File: src/rtl/mdm_pkg.sv
package mdm_pkg;
  localparam int REG_DW = 8;
  localparam int REG_AW = 2;
  localparam int CTL_W  = 5;
  localparam int IEN_W  = 2;
  localparam int ID_W   = 6;
  localparam int NLINES = 4;
  localparam int SYNC_STAGES = 2;

  typedef enum logic [REG_AW-1:0] {
    ADR_CTL   = 2'd0,
    ADR_STAT  = 2'd1,
    ADR_IEN   = 2'd2,
    ADR_IDENT = 2'd3
  } reg_addr_e;

  localparam logic [ID_W-1:0] ID_NONE   = 6'b000001;
  localparam logic [ID_W-1:0] ID_MSTAT  = 6'b000000;
  localparam logic [ID_W-1:0] ID_HSHAKE = 6'b100000;

  localparam int CB_DTR  = 0;
  localparam int CB_RTS  = 1;
  localparam int CB_OUT1 = 2;
  localparam int CB_OUT2 = 3;
  localparam int CB_LOOP = 4;

  localparam int LN_CTS = 0;
  localparam int LN_DSR = 1;
  localparam int LN_RI  = 2;
  localparam int LN_DCD = 3;

  localparam int IE_MSTAT  = 0;
  localparam int IE_HSHAKE = 1;
endpackage

File: src/rtl/mdm_sync.sv
module mdm_sync #(
  parameter int              WIDTH   = 5,
  parameter int              STAGES  = 2,
  parameter logic [WIDTH-1:0] RST_VAL = '1
) (
  input  logic             clk,
  input  logic             rst_n,
  input  logic [WIDTH-1:0] d_i,
  output logic [WIDTH-1:0] q_o
);
  for (genvar g = 0; g < WIDTH; g++) begin : g_bit
    logic [STAGES-1:0] chain_q;
    logic [STAGES-1:0] chain_d;

    always_comb begin
      chain_d[0] = d_i[g];
      for (int s = 1; s < STAGES; s++) chain_d[s] = chain_q[s-1];
    end

    always_ff @(posedge clk or negedge rst_n) begin
      if (!rst_n) chain_q <= {STAGES{RST_VAL[g]}};
      else        chain_q <= chain_d;
    end

    assign q_o[g] = chain_q[STAGES-1];
  end
endmodule

File: src/rtl/mdm_regs.sv
module mdm_regs
  import mdm_pkg::*;
(
  input  logic              clk,
  input  logic              rst_n,
  input  logic              wr_i,
  input  logic              rd_i,
  input  logic [REG_AW-1:0] addr_i,
  input  logic [REG_DW-1:0] wdata_i,
  input  logic [REG_DW-1:0] stat_i,
  input  logic [ID_W-1:0]   ident_i,
  output logic [REG_DW-1:0] rdata_o,
  output logic [CTL_W-1:0]  ctl_o,
  output logic [IEN_W-1:0]  ien_o,
  output logic              rd_stat_o,
  output logic              rd_ident_o
);
  logic [CTL_W-1:0] ctl_q, ctl_d;
  logic [IEN_W-1:0] ien_q, ien_d;
  logic             ctl_we, ien_we;

  always_comb begin
    ctl_we = wr_i && (addr_i == ADR_CTL);
    ien_we = wr_i && (addr_i == ADR_IEN);
    ctl_d  = wdata_i[CTL_W-1:0];
    ien_d  = wdata_i[IEN_W-1:0];
  end

  always_ff @(posedge clk or negedge rst_n) begin
    if (!rst_n)      ctl_q <= '0;
    else if (ctl_we) ctl_q <= ctl_d;
  end

  always_ff @(posedge clk or negedge rst_n) begin
    if (!rst_n)      ien_q <= '0;
    else if (ien_we) ien_q <= ien_d;
  end

  always_comb begin
    rdata_o = '0;
    case (addr_i)
      ADR_CTL:   rdata_o[CTL_W-1:0] = ctl_q;
      ADR_STAT:  rdata_o            = stat_i;
      ADR_IEN:   rdata_o[IEN_W-1:0] = ien_q;
      ADR_IDENT: rdata_o[ID_W-1:0]  = ident_i;
      default:   rdata_o            = '0;
    endcase
  end

  assign ctl_o      = ctl_q;
  assign ien_o      = ien_q;
  assign rd_stat_o  = rd_i && (addr_i == ADR_STAT);
  assign rd_ident_o = rd_i && (addr_i == ADR_IDENT);

  // a control write lands one cycle later; no write leaves it unchanged
  a_r12_ctl_load: assert property (@(posedge clk) disable iff (!rst_n)
    ctl_we |=> (ctl_q == $past(wdata_i[CTL_W-1:0])));
  a_r12_ctl_hold: assert property (@(posedge clk) disable iff (!rst_n)
    !ctl_we |=> $stable(ctl_q));
endmodule

File: src/rtl/mdm_status.sv
module mdm_status
  import mdm_pkg::*;
(
  input  logic              clk,
  input  logic              rst_n,
  input  logic [NLINES-1:0] pin_act_i,
  input  logic [CTL_W-1:0]  ctl_i,
  input  logic [IEN_W-1:0]  ien_i,
  input  logic              rts_pad_i,
  input  logic              rd_stat_i,
  input  logic              rd_ident_i,
  output logic [REG_DW-1:0] stat_o,
  output logic [ID_W-1:0]   ident_o,
  output logic              irq_o
);
  logic [NLINES-1:0] line_cur, line_q;
  logic [NLINES-1:0] chg_set;
  logic [NLINES-1:0] delta_q, delta_d;
  logic              rts_prev_q;
  logic              hs_q, hs_d;
  logic              hs_rise, hs_clr;
  logic              msi_pend, hs_rep;
  logic              loop;

  assign loop = ctl_i[CB_LOOP];

  // Loopback source selection: each line has its own control-bit stand-in
  always_comb begin
    line_cur[LN_CTS] = loop ? ctl_i[CB_RTS]  : pin_act_i[LN_CTS];
    line_cur[LN_DSR] = loop ? ctl_i[CB_DTR]  : pin_act_i[LN_DSR];
    line_cur[LN_RI]  = loop ? ctl_i[CB_OUT1] : pin_act_i[LN_RI];
    line_cur[LN_DCD] = loop ? ctl_i[CB_OUT2] : pin_act_i[LN_DCD];
  end

  for (genvar i = 0; i < NLINES; i++) begin : g_chg
    if (i == LN_RI) begin : g_trail
      assign chg_set[i] = line_q[i] & ~line_cur[i];
    end else begin : g_any
      assign chg_set[i] = line_q[i] ^ line_cur[i];
    end
  end

  always_comb begin
    delta_d  = (rd_stat_i ? '0 : delta_q) | chg_set;
    hs_rise  = (line_q[LN_CTS] & ~line_cur[LN_CTS]) | (~rts_prev_q & rts_pad_i);
    msi_pend = (|delta_q) & ien_i[IE_MSTAT];
    hs_rep   = hs_q & ien_i[IE_HSHAKE];
    if (msi_pend)    ident_o = ID_MSTAT;
    else if (hs_rep) ident_o = ID_HSHAKE;
    else             ident_o = ID_NONE;
    hs_clr   = rd_ident_i && (ident_o == ID_HSHAKE);
    hs_d     = (hs_q & ~hs_clr) | hs_rise;
  end

  always_ff @(posedge clk or negedge rst_n) begin
    if (!rst_n) begin
      line_q     <= '0;
      delta_q    <= '0;
      rts_prev_q <= 1'b1;
      hs_q       <= 1'b0;
    end else begin
      line_q     <= line_cur;
      delta_q    <= delta_d;
      rts_prev_q <= rts_pad_i;
      hs_q       <= hs_d;
    end
  end

  assign stat_o = {line_cur, delta_q};
  assign irq_o  = msi_pend | hs_rep;

  // flags persist until a status read
  a_r7_delta_sticky: assert property (@(posedge clk) disable iff (!rst_n)
    !rd_stat_i |=> ((delta_q & $past(delta_q)) == $past(delta_q)));
  // a read with no concurrent change empties the flags
  a_r7_read_clears: assert property (@(posedge clk) disable iff (!rst_n)
    (rd_stat_i && (chg_set == '0)) |=> (delta_q == '0));
  // ring indicator only flags its trailing edge
  a_r7_ri_trailing: assert property (@(posedge clk) disable iff (!rst_n)
    (!rd_stat_i && !delta_q[LN_RI] && !line_q[LN_RI]) |=> !delta_q[LN_RI]);
  // a rising handshake line latches the flag
  a_r9_hs_set: assert property (@(posedge clk) disable iff (!rst_n)
    hs_rise |=> hs_q);
  // reporting read with no new edge clears the flag
  a_r11_hs_clear: assert property (@(posedge clk) disable iff (!rst_n)
    (hs_clr && !hs_rise) |=> !hs_q);
  // modem status outranks the handshake code
  a_r10_priority: assert property (@(posedge clk) disable iff (!rst_n)
    ((|delta_q) && ien_i[IE_MSTAT]) |-> (ident_o != ID_HSHAKE));
endmodule

File: src/rtl/uart_modem_ctl.sv
module uart_modem_ctl
  import mdm_pkg::*;
(
  input  logic              clk,
  input  logic              rst_n,
  input  logic              reg_wr_i,
  input  logic              reg_rd_i,
  input  logic [REG_AW-1:0] reg_addr_i,
  input  logic [REG_DW-1:0] reg_wdata_i,
  output logic [REG_DW-1:0] reg_rdata_o,
  input  logic              tx_bit_i,
  output logic              rx_bit_o,
  input  logic              sin_i,
  output logic              sout_o,
  input  logic              cts_n_i,
  input  logic              dsr_n_i,
  input  logic              dcd_n_i,
  input  logic              ri_n_i,
  output logic              dtr_n_o,
  output logic              rts_n_o,
  output logic              out1_o,
  output logic              out2_o,
  input  logic              int_sel_n_i,
  output logic              irq_o,
  output logic              irq_oe_o
);
  localparam int NSYNC  = NLINES + 1;
  localparam int SIN_IX = NLINES;

  logic [1:0]        rst_sync_q;
  logic              rst_int_n;
  logic [NSYNC-1:0]  pad_raw, pad_sync;
  logic [NLINES-1:0] pin_act;
  logic [CTL_W-1:0]  ctl;
  logic [IEN_W-1:0]  ien;
  logic [REG_DW-1:0] stat;
  logic [ID_W-1:0]   ident;
  logic              rd_stat, rd_ident;
  logic              loop;

  // Reset: asserted asynchronously, released on the clock
  always_ff @(posedge clk or negedge rst_n) begin
    if (!rst_n) rst_sync_q <= '0;
    else        rst_sync_q <= {rst_sync_q[0], 1'b1};
  end
  assign rst_int_n = rst_sync_q[1];

  always_comb begin
    pad_raw[LN_CTS] = cts_n_i;
    pad_raw[LN_DSR] = dsr_n_i;
    pad_raw[LN_RI]  = ri_n_i;
    pad_raw[LN_DCD] = dcd_n_i;
    pad_raw[SIN_IX] = sin_i;
  end

  mdm_sync #(
    .WIDTH  (NSYNC),
    .STAGES (SYNC_STAGES),
    .RST_VAL({NSYNC{1'b1}})
  ) u_sync (
    .clk  (clk),
    .rst_n(rst_int_n),
    .d_i  (pad_raw),
    .q_o  (pad_sync)
  );

  assign pin_act = ~pad_sync[NLINES-1:0];

  mdm_regs u_regs (
    .clk       (clk),
    .rst_n     (rst_int_n),
    .wr_i      (reg_wr_i),
    .rd_i      (reg_rd_i),
    .addr_i    (reg_addr_i),
    .wdata_i   (reg_wdata_i),
    .stat_i    (stat),
    .ident_i   (ident),
    .rdata_o   (reg_rdata_o),
    .ctl_o     (ctl),
    .ien_o     (ien),
    .rd_stat_o (rd_stat),
    .rd_ident_o(rd_ident)
  );

  assign loop = ctl[CB_LOOP];

  always_comb begin
    dtr_n_o  = loop | ~ctl[CB_DTR];
    rts_n_o  = loop | ~ctl[CB_RTS];
    out1_o   = loop |  ctl[CB_OUT1];
    out2_o   = loop |  ctl[CB_OUT2];
    sout_o   = loop |  tx_bit_i;
    rx_bit_o = loop ? tx_bit_i : pad_sync[SIN_IX];
    irq_oe_o = int_sel_n_i | ctl[CB_OUT2];
  end

  mdm_status u_status (
    .clk       (clk),
    .rst_n     (rst_int_n),
    .pin_act_i (pin_act),
    .ctl_i     (ctl),
    .ien_i     (ien),
    .rts_pad_i (rts_n_o),
    .rd_stat_i (rd_stat),
    .rd_ident_i(rd_ident),
    .stat_o    (stat),
    .ident_o   (ident),
    .irq_o     (irq_o)
  );

  // handshake pads follow a non-loopback control write
  a_r1_hs_pads: assert property (@(posedge clk) disable iff (!rst_int_n)
    (reg_wr_i && reg_addr_i == ADR_CTL && !reg_wdata_i[CB_LOOP]) |=>
      (dtr_n_o == !$past(reg_wdata_i[CB_DTR]) && rts_n_o == !$past(reg_wdata_i[CB_RTS])));
  // general outputs follow a non-loopback control write
  a_r2_out_pads: assert property (@(posedge clk) disable iff (!rst_int_n)
    (reg_wr_i && reg_addr_i == ADR_CTL && !reg_wdata_i[CB_LOOP]) |=>
      (out1_o == $past(reg_wdata_i[CB_OUT1]) && out2_o == $past(reg_wdata_i[CB_OUT2])));
  // strap low and bit 3 clear floats the interrupt pad
  a_r3_irq_float: assert property (@(posedge clk) disable iff (!rst_int_n)
    (!int_sel_n_i && !ctl[CB_OUT2]) |-> !irq_oe_o);
  // a loopback write idles every output pad
  a_r4_loop_idle: assert property (@(posedge clk) disable iff (!rst_int_n)
    (reg_wr_i && reg_addr_i == ADR_CTL && reg_wdata_i[CB_LOOP]) |=>
      (sout_o && dtr_n_o && rts_n_o && out1_o && out2_o));
  // in loopback the receive bit is the transmit bit
  a_r5_loop_rx: assert property (@(posedge clk) disable iff (!rst_int_n)
    loop |-> (rx_bit_o == tx_bit_i));
endmodule

File: config.mk
export PLATFORM = sky130hd
export DESIGN_NAME = uart_modem_ctl
export DESIGN_NICKNAME = d
export VERILOG_FILES = /design/src/rtl/mdm_pkg.sv /design/src/rtl/mdm_sync.sv /design/src/rtl/mdm_regs.sv /design/src/rtl/mdm_status.sv /design/src/rtl/uart_modem_ctl.sv
export SDC_FILE = /design/constraint.sdc
export NUM_CORES = 1
export LEC_CHECK = 0
export BUFFER_PORTS_ARGS = -buffer_cell sky130_fd_sc_hd__clkbuf_2
export CAP_MARGIN = 20
export CORE_AREA = 3 3 49 60
export CTS_BUF_LIST = sky130_fd_sc_hd__clkbuf_8
export CTS_CLUSTER_DIAMETER = 30
export DETAILED_ROUTE_END_ITERATION = 10
export DIE_AREA = 0 0 52 63
export GPL_ROUTABILITY_DRIVEN = 0
export GPL_TIMING_DRIVEN = 0
export PLACE_DENSITY = 0.8
export SLEW_MARGIN = 20
export SYNTH_ARGS = -nofsm -noshare
export SYNTH_HDL_FRONTEND = slang
export SYNTH_SLANG_ARGS = --single-unit
File: constraint.sdc
create_clock -name clk -period 1.6 [get_ports clk]
set_clock_uncertainty 0.1 [all_clocks]
set_input_delay 0.08 -clock clk [delete_from_list [all_inputs] [get_ports clk]]
set_output_delay 0.08 -clock clk [all_outputs]
set_load 0.01 [all_outputs]
-- Word-level counts from Yosys, hierarchy flattened
Index checks and enable logic that the tools add are counted.
- register bits: 29
- input bits: 21
- output and inout bits: 16
- eq/ne operators: 4
- mux-type cells: 12
- bitwise logic cells: 26
- reduce and logical (&&, ||, !) cells: 7
- operator list (cell ; number):
    $mux 6 ; 2
    $or 1x1->1 ; 9
    $pmux 3 s3 ; 1
    $pmux 2 s4 ; 1
    $and 1x1->1 ; 6
    $eq 6x6->1 const B ; 1
    $not 1->1 ; 6
    $logic_and 1x1->1 ; 5
    $mux 1 ; 5
    $eq 2x2->1 const B ; 2
    $mux 4 ; 1
    $not 4->4 ; 1
    $or 4x4->4 ; 1
    $reduce_or 4->1 ; 1
    $xor 1x1->1 ; 3
    $eq 2x1->1 const B ; 1
    $logic_not 2->1 ; 1
    $mux 2 ; 1
    $pmux 1 s2 ; 1

-- Depth between registers and ports, before layout
Gate-level depths: netlist of run 1.
- depth after elaboration: 8
- mapped depth: 6
- depth with buffers taken out: 6

-- Cells and area by module
A second synthesis of run 1 with hierarchy kept.
- cells, all modules: 107
- area, all modules: 1366.3 um2
- modules (own cells, without submodules) (module ; times used ; cells each ; area an instance (um2)):
    mdm_regs ; 1 ; 36 ; 479.2
    mdm_status ; 1 ; 42 ; 465.4
    mdm_sync ; 1 ; 15 ; 300.3
    uart_modem_ctl ; 1 ; 14 ; 121.4

-- Least setup slack after synthesis of run 1
No wires, ideal clock.
- kind: flip-flop to output port
- from: register u_status.delta_q[1]
- to: output port reg_rdata_o[0]
- arrival: 1.118 ns
- slack: 0.302 ns
- stages on the path, launching flop included: 3
- path buffers: 0
- cells stage by stage: dfrtp_1 o41a_1 o21ai_0
- word-level cells in the longest chain between the ends: 4
- RTL lines (item ; line ; RTL):
    start: declaration ; mdm_status.sv:18 ; logic [NLINES-1:0] delta_q, delta_d;
    start signal: assignment ; mdm_status.sv:63 ; delta_q <= delta_d;
    $reduce_or 4->1 ; mdm_status.sv:46 ; msi_pend = (|delta_q) & ien_i[IE_MSTAT];
    $and 1x1->1 ; mdm_status.sv:46 ;
    $mux 6 ; mdm_status.sv:48 ; if (msi_pend) ident_o = ID_MSTAT;
    $pmux 2 s4 ; mdm_regs.sv:41 ; case (addr_i)
    end: declaration ; uart_modem_ctl.sv:10 ; output logic [REG_DW-1:0] reg_rdata_o,
Every way passes these cells.

-- Worst setup path in the final report of run 1
- from: register u_status.delta_q[1]
- to: output port reg_rdata_o[5]
- word-level cells in the longest chain between the ends: 4
- RTL lines (item ; line):
    $reduce_or 4->1 ; mdm_status.sv:46
    $and 1x1->1 ; mdm_status.sv:46
    $mux 6 ; mdm_status.sv:48
    $pmux 1 s2 ; mdm_regs.sv:41
Every way passes these cells.

==> results of run 1 <==
-- sequential cells by signal (all words and copies together) (netlist names) --
| register | count |
|---|---|
| rst_sync_q | 2 |
| u_regs.ctl_o | 5 |
| u_regs.ien_o | 2 |
| u_status.delta_q | 4 |
| u_status.hs_q | 1 |
| u_status.line_q | 4 |
| u_status.rts_prev_q | 1 |
| u_sync.g_bit.chain_q | 10 |
-- cells in the mapped netlist, drive strengths merged --
cell type  number
mux2i           4
or3             2
a21oi           3
o211ai          1
dfrtp          18
mux2            8
nor3            1
or2             4
nand3           4
and2            1
nand2           6
nor2            6
o2bb2ai         1
inv             4
conb            1
ha              1
nor2b           5
a22o            1
dfstp          11
o41a            1
o32ai           1
o21a            1
nor3b           1
buf             3
a2bb2oi         1
nand4           1
o21ai           4
nand2b          6
nand3b          2
-- how the worst max path moves through the flow --
stage          slack, ns           startpoint              to  cells after the start
6_report           -0.11  u_status.delta_q[1]  reg_rdata_o[5]                      4
3_5_place_dp        0.14      u_regs.ctl_o[4]   u_status.hs_q                      6
2_1_floorplan       0.30  u_status.delta_q[1]  reg_rdata_o[0]                      2
4_1_cts            -0.11  u_status.delta_q[3]  reg_rdata_o[5]                      4
3_3_place_gp        0.15      u_regs.ctl_o[4]   u_status.hs_q                      6
5_1_grt            -0.17  u_status.delta_q[1]  reg_rdata_o[5]                      4
-- area by class of cell --
class | count | share of cell area, %
flip-flops and latches | 29 | 44.3
repair buffers | 47 | 17.8
clock inverters | 3 | 0.822
inverters | 4 | 0.896
well taps | 33 | 2.46
multi-input cells | 67 | 28.5
clock buffers | 5 | 4.11
plain buffers | 3 | 1.19
-- cells in the final DEF (no fill, tap or decap), types with 2 or more instances in the layout --
cell type,synthesis,routed
buf_4,1,5
nand2_1,6,6
nor2_1,6,6
clkbuf_8,0,5
nand2b_1,6,6
nand3b_1,2,2
or2_2,4,4
o21ai_0,4,3
dfrtp_1,18,16
dfstp_2,11,11
dlygate4sd3_1,0,11
or3_1,2,2
nand3_1,4,4
clkbuf_2,0,31
mux2_2,8,8
mux2i_1,4,4
inv_1,4,5
dfrtp_2,0,2
nor2b_1,5,5
clkinv_2,0,2
buf_2,2,3
a21oi_1,3,2
-- metal layers --
layer / up-vias / track usage, %
met5: - / 0
met4: 0 / 7.87
met3: 5 / 5.25
met2: 26 / 29.9
met1: 457 / 20.2
li1: 459 / -
-- kinds of logic (layout without fill, tap and decap cells) --
group / count (synthesis) / count (layout) / share of synthesized area [%]
AND/OR/NAND/NOR: 39 / 39 / 18.0
flip-flops: 29 / 29 / 59.8
multiplexers: 12 / 12 / 10.5
AO/OA/AOI/OAI: 14 / 14 / 7.79
adder cells (fa/ha/maj): 1 / 1 / 1.01
buffers and inverters: 7 / 62 / 2.63
other: 1 / 1 / 0.303
-- what timing repair did --
item                                    4_1_cts  5_1_grt
pin swaps                                     3        3
buffers inserted                              2        1
resized for setup                             2        5
cloned                                        0        0
hold endpoints to repair                     14        0
endpoints found under the setup margin        5        4
hold buffers                                 11        0
-- through the flow --
| step | hold slack, ns | power, mW | area [um2] | setup TNS (ns) |
|---|---|---|---|---|
| 3_5_place_dp | -0.230 | 1.35 | 1440 | 0 |
| 5_1_grt | 0.0294 | 2.06 | 1680 | -0.351 |
| 3_3_place_gp | -0.234 | 1.33 | 1440 | 0 |
| 2_1_floorplan | -0.316 | 1.19 | 1240 | 0 |
| 4_1_cts | 0.0134 | 1.94 | 1660 | -0.182 |
| 6_report | 0.0219 | 1.95 | 1680 | -0.169 |
-- where the power goes --
part	switching (mW)	internal, mW
sequential	0.0916	0.851
clock	0.258	0.294
combinational	0.215	0.241
==> out/qor.csv, run 1 <==
stage,metric,value,unit
status,status,finished with violations,
worst_setup_path,r2r_cells,6,
drt,vias_per_cell,4.96,
sta,hold_viol,0,
cts,ctsRootBufferMaster,clkbuf_8,
logic_synthesis,yosys_warnings,0,
grt,grt_antenna_before_repair,0,
min_path,hold_path.class,in2async,
cts,cts_buffers,5,
worst_setup_path,reg2reg_from,u_regs.ctl_o[4],
floorplanning,initial_core_util,49.9,%
sta,rsz0062_at_grt,yes,
worst_setup_path,endpoint_kind,output pin,
worst_setup_path,cp_max_fo,4,
drt,antenna_left,0,
sta,min_period_over_period,107,%
worst_setup_path,r2r_end,u_status.hs_q,
placed_design,portBuffers,33,
cts,path_clk_slew,0.06,ns
placed_design,dp_slack,0.144,ns
floorplanning,fp.dieW,52,um
sta,timing.fmax,585,MHz
grt,first_global_vias,966,
cells_and_area,multi_input_area,477,um2
drt,wirelength_met1,1040,um
sta,drv_slew,0,
worst_setup_path,cp_slowest_cell,o41a_1,
grt,grt_pass1_wl,4260,um
cts,tritoncts,built,
cts,clockBufferDepth,2,
cells_and_area,n_fill_cell,193,
cells_and_area,regArea,742,um2
pwr,power_density,1160,nW/um2
worst_setup_path,path_buf_inv,1,
drt,drt-initial-drc-count,18,
drt,top_layer,met4,
drt,routed_wl,2580,um
logic_synthesis,seq_area_frac_synth,59.8,%
worst_setup_path,crit_type,reg2out,
cells_and_area,antenna_cells,0,
cts,cts_max_level,2,
cells_and_area,final_nets,179,
worst_setup_path,max_stage_delay,0.49,ns
pwr,vdd_drop_max,0.873,mV
drt,firstDrtPassIters,2,
drt,wl_met2,1350,um
worst_setup_path,r2r_slack,0.25,ns
sta,worst_slew_pin_slew,0.566,ns
logic_synthesis,synth_top_area_share,36.4,%
sta,finalWorstSetupSlack,-0.110,ns
pwr,leakagePower,0.785,nW
grt,grtUsageTotal,17.8,%
logic_synthesis,syn_nets,125,
logic_synthesis,netlist_instances,103,
cells_and_area,instances_no_fill,191,
floorplanning,row_count,20,
cells_and_area,syn2layout_area_growth,35.4,%
placed_design,dp_cells,169,
drt,vias,947,
job,maxCapViolCount,0,
grt,gr-total-overflow,0,
placed_design,dp_hpwl,1800,um
sta,finalSetupViolCount,3,
floorplanning,die_area,3280,um2
grt,grt_max_degree,28,
status,violations,negative setup slack,
cts,clk_latency,0.28,ns
cells_and_area,post_route_cells_drive_above_1_share,46.8,%
worst_setup_path,crit_chain,o41a_1 > o32ai_2 > and2_1 > buf_2,
drt,post_drt_wl_per_cell,13.5,um
floorplanning,core,2480,um2
logic_synthesis,synth_cell_types,30,
drt,drc_errors,0,
sta,period_minus_slack,1.71,ns
logic_synthesis,yosysTopAreaCell,dfrtp_1,
worst_setup_path,cp_data_arrival_time,1.53,ns
floorplanning,die_y,63,um
worst_setup_path,critical-path-top-delay-family,compound AO/OA/AOI/OAI gates,
cells_and_area,utilization,67.6,%
logic_synthesis,synth.avg_cell_area,12.0,um2
worst_setup_path,crit_path_start_kind,register,
worst_setup_path,worstPathRequired,1.42,ns
cts,cts.sink_count,29,
floorplanning,ios,37,
sta,relSlewSlack,62.2,%
logic_synthesis,syn_area,1240,um2
drt,wl_met3,132,um
logic_synthesis,synth.area.top_cells,"dfrtp_1, dfstp_2, mux2_2",
logic_synthesis,ys_seq_elements,29,
No activity file was read; power rests on OpenSTA's default activity.
==> run 2, diff against run 1 <==
ABC_AREA = 1   (was default)
CTS_BUF_LIST = sky130_fd_sc_hd__clkbuf_8 sky130_fd_sc_hd__clkbuf_16   (was sky130_fd_sc_hd__clkbuf_8)
PLACE_DENSITY = 0.77   (was 0.8)
==> run 2 against run 1 <==
  * The flow now finishes without violations
  * Cell area fell by 5.0%
  * Combinational power fell by 21%
  * Routed wire length fell by 6.0%
  * Final cell count rose by 10%
  * Via count rose by 3.8%
  * Global-route usage rose by 0.16 points
  * Core utilization fell by 3.4 points
  * Critical path depth rose by 1
==> out/qor.csv, run 2 <==
stage,metric,value,unit,change
sta,finalWorstSetupSlack,0.101,ns,+0.212 ns
pwr,power,1.79,mW,-8.2%
grt,first_global_vias,1044,,+8.1%
drt,vias,983,,+3.8%
worst_setup_path,r2r_cells,4,,-2
worst_setup_path,endpoint_kind,output pin,,
drt,antenna_left,0,,unchanged
drt,drc_errors,0,,unchanged
cells_and_area,final_nets,199,,+11%
sta,whs,0.0379,ns,+0.0160 ns
cells_and_area,syn2layout_area_growth,34.5,%,
grt,grtUsageTotal,17.9,%,+0.16 points
cts,ctsRootBufferMaster,clkbuf_8,,
logic_synthesis,netlist_top_cells_count,"nand2_1, inv_1, dfrtp_1",,
sta,timing.fmax,667,MHz,+14%
sta,drv_slew,0,,unchanged
logic_synthesis,syn_area,1180,um2,-4.3%
floorplanning,ios,37,,unchanged
cts,path_clk_slew,0.05,ns,about the same
worst_setup_path,crit_type,reg2out,,
job,maxCapViolCount,0,,unchanged
sta,finalSetupViolCount,0,,-3
logic_synthesis,synth.area.top_cells,"dfrtp_1, dfstp_2, nand2_1",,
pwr,leakagePower,0.836,nW,+6.5%
floorplanning,die_area,3280,um2,unchanged
logic_synthesis,seq_area_frac_synth,62.5,%,+2.7 points
drt,firstDrtPassIters,4,,+2
placed_design,dp_hpwl,1760,um,-2.2%
drt,routed_wl,2420,um,-6.0%
logic_synthesis,yosysTopAreaCell,dfrtp_1,,
cells_and_area,n_fill_cell,196,,+1.6%
worst_setup_path,crit_path_start_kind,register,,
min_path,hold_path.class,in2async,,
cells_and_area,largest_reg_flops,10,,unchanged
sta,rsz0062_at_grt,no,,
sta,hold_viol,0,,unchanged
floorplanning,initial_core_util,47.8,%,-2.2 points
drt,post_drt_wl_per_cell,11.5,um,-15%
drt,vias_per_cell,4.66,,-6.0%
cts,cts_max_level,2,,unchanged
logic_synthesis,syn_nets,147,,+18%
cts,tritoncts,built,,
cts,cts.sink_count,29,,unchanged
pwr,vdd_drop_max,0.876,mV,+0.35%
cells_and_area,regMostFlops,u_sync.g_bit.chain_q,,
floorplanning,fp.dieW,52,um,unchanged
floorplanning,core,2480,um2,unchanged
cells_and_area,instances_no_fill,211,,+10%
placed_design,postPlaceCellArea,1390,um2,-3.7%
grt,grt_pass1_wl,4240,um,-0.49%
logic_synthesis,synthArstFlopShare,100,%,unchanged
worst_setup_path,reg2reg_from,u_regs.ctl_o[4],,
grt,grt_antenna_before_repair,0,,unchanged
placed_design,dp_slack,0.240,ns,+0.0957 ns
logic_synthesis,synthFlopType,dfrtp_1,,
worst_setup_path,cp_data_arrival_time,1.32,ns,-0.21 ns
grt,grt_max_degree,28,,unchanged
cells_and_area,post_route_cells_drive_above_1_share,33.1,%,-14 points
grt,gr-total-overflow,0,,unchanged
sta,worst_slew_pin_slew,0.551,ns,-0.0154 ns
worst_setup_path,r2r_end,u_status.delta_q[0],,
cts,post_cts_resized,0,,-2
placed_design,portBuffers,33,,unchanged
logic_synthesis,synth_edf_count,0,,unchanged
cells_and_area,antenna_cells,0,,unchanged
logic_synthesis,synth.avg_cell_area,9.47,um2,-21%
sta,tns,0,ns,+0.169 ns
cts,clk_latency,0.28,ns,about the same
logic_synthesis,yosysMostFrequentCell,nand2_1,,
sta,relSlewSlack,63.3,%,+1.0 points
cells_and_area,utilization,64.2,%,-3.4 points
floorplanning,die_y,63,um,unchanged
drt,drt-initial-drc-count,38,,+20
logic_synthesis,synth_top_area_share,38.1,%,+1.7 points
pwr,power_density,1120,nW/um2,-3.4%
sta,period_minus_slack,1.50,ns,-0.212 ns
logic_synthesis,yosys_warnings,0,,unchanged
placed_design,dp_cells,191,,+13%
cts,cts_buffers,5,,unchanged
cells_and_area,layout_commonest_cell,clkbuf_2,,
cells_and_area,final_cell_mix,"clkbuf_2, nand2_1, inv_1",,
cts,clockBufferDepth,2,,unchanged
cells_and_area,final_cell_area,1590,um2,-5.0%
sta,min_period_over_period,93.7,%,-13 points
logic_synthesis,synth_cell_types,19,,-37%
status,status,finished clean,,
worst_setup_path,r2r_slack,0.24,ns,about the same
logic_synthesis,ys_seq_elements,29,,unchanged
floorplanning,row_count,20,,unchanged
worst_setup_path,cp_max_fo,10,,+6
worst_setup_path,worstPathRequired,1.42,ns,about the same
logic_synthesis,netlist_instances,125,,+21%
run 2: changes by cell type in the layout (fill, tap and decap cells not counted), moves of 6 or more:
cell	before	now
inv_1	5	23
mux2_2	8	0
nand2_1	6	25
nor2_1	6	15
nand2b_1	6	0
run 2: what timing repair did:
| item | 4_1_cts | 5_1_grt |
|---|---|---|
| hold endpoints to repair | 15 | 0 |
| buffers inserted | 0 | 0 |
| hold buffers | 12 | 0 |
run 2: kinds of logic after synthesis:
kind of cell	after synthesis	share of synthesized area (%)
AOI/OAI and AO/OA	24	12.1
adders and majority gates	1	1.06
buffers and inverters	22	7.61
other	1	0.317
and+or+nand+nor	48	16.5
DFF	29	62.5
run 2: area by class of cell:
class / instances / area, um2 / area share (%)
plain buffers: 1 / 11.3 / 0.708
clock buffers: 5 / 68.8 / 4.32
clock inverters: 3 / 11.3 / 0.708
inverters: 21 / 78.8 / 4.95
multi-input cells: 74 / 354 / 22.2
flip-flops and latches: 29 / 741 / 46.5
well taps: 33 / 41.3 / 2.59
repair buffers: 45 / 285 / 17.9
run 2: how the worst max path moves through the flow:
| stage | from | endpoint | slack, ns | cells past startpoint |
|---|---|---|---|---|
| 6_report | u_regs.ctl_o[4] | reg_rdata_o[5] | 0.10 | 5 |
| 3_5_place_dp | u_regs.ctl_o[4] | u_status.delta_q[0] | 0.24 | 4 |
| 3_3_place_gp | u_regs.ctl_o[4] | u_status.delta_q[0] | 0.27 | 4 |
| 4_1_cts | u_regs.ctl_o[4] | reg_rdata_o[5] | 0.08 | 5 |
| 2_1_floorplan | u_regs.ctl_o[4] | u_status.hs_q | 0.34 | 5 |
| 5_1_grt | u_regs.ctl_o[4] | reg_rdata_o[5] | 0.0004 | 5 |
run 2: power breakdown:
part / internal (mW) / total (mW) / switching [mW]
Sequential: 0.838 / 0.901 / 0.0632
Combinational: 0.158 / 0.362 / 0.204
Clock: 0.288 / 0.527 / 0.239
run 2: layer usage:
| metal | wire length, um | share of wire [%] | vias up | track usage [%] |
|---|---|---|---|---|
| met3 | 158 | 6.5 | 6 | 6.92 |
| li1 | - | - | 493 | - |
| met4 | 50 | 2.1 | 0 | 7.87 |
| met1 | 958 | 40 | 450 | 17.9 |
| met5 | 0 | 0 | - | 0 |
| met2 | 1250 | 52 | 34 | 31.6 |
run 2: worst max-delay path, stage by stage (launching register included):
cell and delay [ns]:
dfrtp_1 0.39, buf_6 0.15, o21ai_2 0.17, inv_1 0.08
o21ai_1 0.12, clkbuf_2 0.14
==> run 3, diff against run 2 <==
CORE_AREA = 3 3 52 64   (was 3 3 49 60)
DIE_AREA = 0 0 55 67   (was 0 0 52 63)
MAX_ROUTING_LAYER = met4   (was default)
PLACE_DENSITY = 0.79   (was 0.77)
SYNTH_HIERARCHICAL = 1   (was default)
==> run 3 against run 2 <==
  * Non-clock buffer count grew 11
  * Register-to-register slack worse by 0.03 ns
  * Flip-flop and latch count stayed put
  * Area after synthesis is 17% higher
  * Critical path type unchanged
  * Final cell count up 19%
  * Setup slack worse by 0.042 ns
==> out/qor.csv, run 3 <==
stage,metric,value,unit,change
sta,drv_slew,0,,unchanged
logic_synthesis,netlist_instances,160,,+28%
sta,period_minus_slack,1.54,ns,+0.0422 ns
grt,busiest_layer,met2,,
worst_setup_path,worstPathRequired,1.42,ns,about the same
min_path,hold_path.class,in2async,,
worst_setup_path,crit_path_start_kind,register,,
floorplanning,core,2790,um2,+12%
job,maxCapViolCount,0,,unchanged
cells_and_area,antenna_cells,0,,unchanged
placed_design,dp_cells,228,,+19%
sta,min_period_over_period,96.3,%,+2.6 points
cells_and_area,layout_commonest_cell,nand2_1,,
logic_synthesis,synth_cell_types,20,,+1
grt,first_global_vias,1078,,+3.3%
cells_and_area,instances_no_fill,251,,+19%
logic_synthesis,syn_area,1390,um2,+17%
cells_and_area,post_route_cells_drive_above_1_share,37.8,%,+4.6 points
sta,tns,0,ns,unchanged
drt,drc_errors,0,,unchanged
cells_and_area,final_nets,238,,+20%
cells_and_area,regMostFlops,u_sync/g_bit.chain_q,,
pwr,p_int,1.43,mW,+11%
logic_synthesis,synth_top_area_share,32.5,%,-5.6 points
worst_setup_path,cp_data_arrival_time,1.36,ns,+0.04 ns
drt,vias,1158,,+18%
sta,hold_viol,0,,unchanged
floorplanning,fp.dieW,55,um,+5.8%
pwr,leakagePower,1.01,nW,+21%
worst_setup_path,endpoint_kind,output pin,,
cts,cts_buffers,5,,unchanged
logic_synthesis,yosys_warnings,6,,+6
pwr,pwr-share-seq,45.6,%,-4.7 points
sta,relSlewSlack,62.7,%,-0.57 points
worst_setup_path,cp_slowest_cell,dfrtp_1,,
cells_and_area,final_cell_area,1860,um2,+17%
sta,finalSetupViolCount,0,,unchanged
cts,cts_max_level,2,,unchanged
cts,clk_latency,0.27,ns,about the same
floorplanning,die_y,67,um,+6.3%
logic_synthesis,synthArstFlopShare,100,%,unchanged
worst_setup_path,cp_max_fo,3,,-7
grt,use_met3,6.71,%,-0.21 points
worst_setup_path,crit_type,reg2out,,
grt,met1_usage,20.2,%,+2.3 points
drt,antenna_left,0,,unchanged
cells_and_area,final_cell_mix,"nand2_1, clkbuf_2, nand3_1",,
floorplanning,die_area,3690,um2,+12%
sta,rsz0062_at_grt,yes,,
drt,drt-initial-drc-count,35,,-7.9%
sta,worst_slew_pin_slew,0.560,ns,+0.00860 ns
cts,clockBufferDepth,2,,unchanged
drt,vias_per_cell,4.61,,-0.97%
pwr,switchingPower,0.557,mW,+9.9%
cts,ctsRootBufferMaster,clkbuf_8,,
drt,firstDrtPassIters,4,,unchanged
drt,routed_wl,2700,um,+12%
grt,use_met2,29.4,%,-2.2 points
logic_synthesis,netlist_top_cells_count,"nand2_1, nand3_1, dfrtp_1, inv_1, dfstp_2",,
pwr,power,1.99,mW,+11%
status,status,finished clean,,
floorplanning,ios,37,,unchanged
logic_synthesis,synth_edf_count,0,,unchanged
logic_synthesis,synth.avg_cell_area,8.66,um2,-8.5%
placed_design,dp_hpwl,1890,um,+7.4%
placed_design,postPlaceCellArea,1600,um2,+15%
sta,timing.fmax,649,MHz,-2.7%
pwr,combPwrFrac,22.1,%,+1.9 points
cts,path_clk_slew,0.06,ns,about the same
logic_synthesis,synth.area.top_cells,"dfrtp_1, dfstp_2, nand2_1",,
placed_design,portBuffers,31,,-6.1%
cells_and_area,largest_reg_flops,10,,unchanged
grt,grt_pass1_wl,4620,um,+9.0%
worst_setup_path,crit_chain,nor2_2 > nand2_1 > nand2_1 > nand2_1 > inv_1 > nand3_1 > nand4_1 > buf_2,,
worst_setup_path,critical-path-top-delay-family,simple AND/OR/NAND/NOR gates,,
worst_setup_path,path_buf_inv,2,,-1
logic_synthesis,seq_area_frac_synth,53.3,%,-9.1 points
drt,post_drt_wl_per_cell,10.8,um,-6.1%
logic_synthesis,yosysMostFrequentCell,nand2_1,,
grt,grtUsageTotal,17.9,%,-0.044 points
pwr,power.clock.fraction,32.4,%,+2.9 points
pwr,power_density,1070,nW/um2,-4.9%
worst_setup_path,max_stage_delay,0.40,ns,about the same
cells_and_area,syn2layout_area_growth,34.0,%,
grt,gr-total-overflow,0,,unchanged
cts,cts.sink_count,29,,unchanged
floorplanning,initial_core_util,49.8,%,+2.0 points
cts,tritoncts,built,,
pwr,switching_share,28.0,%,-0.29 points
worst_setup_path,crit_top_cell,nand2_1,,
pwr,vdd_drop_max,0.856,mV,-2.3%
logic_synthesis,synthFlopType,dfrtp_1,,
grt,grt_antenna_before_repair,0,,unchanged
floorplanning,row_count,21,,+5.0%
logic_synthesis,yosysTopAreaCell,dfrtp_1,,
grt,grt_max_degree,28,,unchanged
logic_synthesis,ys_seq_elements,29,,unchanged
==> run 3: cell types whose count changed after synthesis, sizes merged, moves of 2 or more <==
| cell | before | now |
|---|---|---|
| nand3 | 4 | 19 |
| nor2 | 15 | 8 |
| nand2 | 27 | 54 |
| or2 | 2 | 5 |
| a21oi | 5 | 2 |
| nand4 | 0 | 2 |
| o22ai | 5 | 0 |
| o21ai | 12 | 5 |
| buf | 1 | 11 |
==> run 3: path summary, 6_finish.rpt <==
kind	from	slack (ns)	end	cells past startpoint
max	u_status/delta_q[2]	0.06	reg_rdata_o[0]	8
min reg2reg	rst_sync_q[1]	0.16	u_regs/ctl_o[1]	0
min	rst_n	0.02	rst_sync_q[1]	2
min in group clk	reg_wr_i	0.03	u_regs/ctl_o[2]	3
max in group asynchronous	rst_sync_q[1]	0.84	u_regs/ctl_o[4]	0
max reg2reg	u_regs/ctl_o[4]	0.21	u_status/hs_q	7
==> run 3: layout make-up <==
class	count	area, um2
inverter	22	87.6
fill	248	927
buffer	10	82.6
timing repair buffer	47	309
sequential	29	742
tap	34	42.5
multi-input combinational	101	493
clock buffer	7	96.3
clock inverter	1	5.00
==> run 3: worst register-to-register path, cell delays in order, from the launching register on <==
cell	delay, ns
dfrtp_2	0.42
inv_2	0.09
or2_1	0.11
o21ai_2	0.06
buf_4	0.13
ha_1	0.20
a21oi_1	0.11
nand2_1	0.06
==> run 3: power by group through the flow <==
stage,Sequential (mW),Clock (mW),Combinational [mW]
after floorplan,0.902,0,0.252
after global placement,0.922,0,0.356
after detailed placement,0.926,0,0.362
after CTS,0.905,0.666,0.407
after global routing,0.921,0.707,0.497
final,0.905,0.643,0.439
==> run 3: routing by layer <==
layer	vias to the layer above	wire [um]	part of all wire, %
met4	0	32	1.2
met5	-	0	0
met3	6	146	5.4
met1	532	1100	41
li1	589	-	-
met2	31	1430	53
==> run 3: stage by stage <==
stage	utilization [%]	hold WS, ns	setup slack [ns]
6_report	66.7	0.0217	0.0592
5_1_grt	66.7	0.00639	-0.0386
4_1_cts	65.5	0.00300	0.0156
3_5_place_dp	57.3	-0.234	0.131
3_3_place_gp	57.3	-0.233	0.136
2_1_floorplan	-	-0.316	0.297
==> run 3: repair_timing <==
action | 4_1_cts | 5_1_grt
hold buffers | 11 | 0
gates cloned | 0 | 0
gates resized for setup | 1 | 8
buffers inserted | 2 | 3
hold endpoints to repair | 14 | 0
setup endpoints to repair | 1 | 3
pin swaps | 0 | 3
==> run 3: kinds of logic after synthesis <==
family	Yosys count	share of synthesized area (%)
DFF	29	53.3
and+or+nand+nor	88	29.1
buffers and inverters	33	12.8
adders and majority gates	1	0.902
AOI/OAI and AO/OA	7	3.34
other	2	0.542
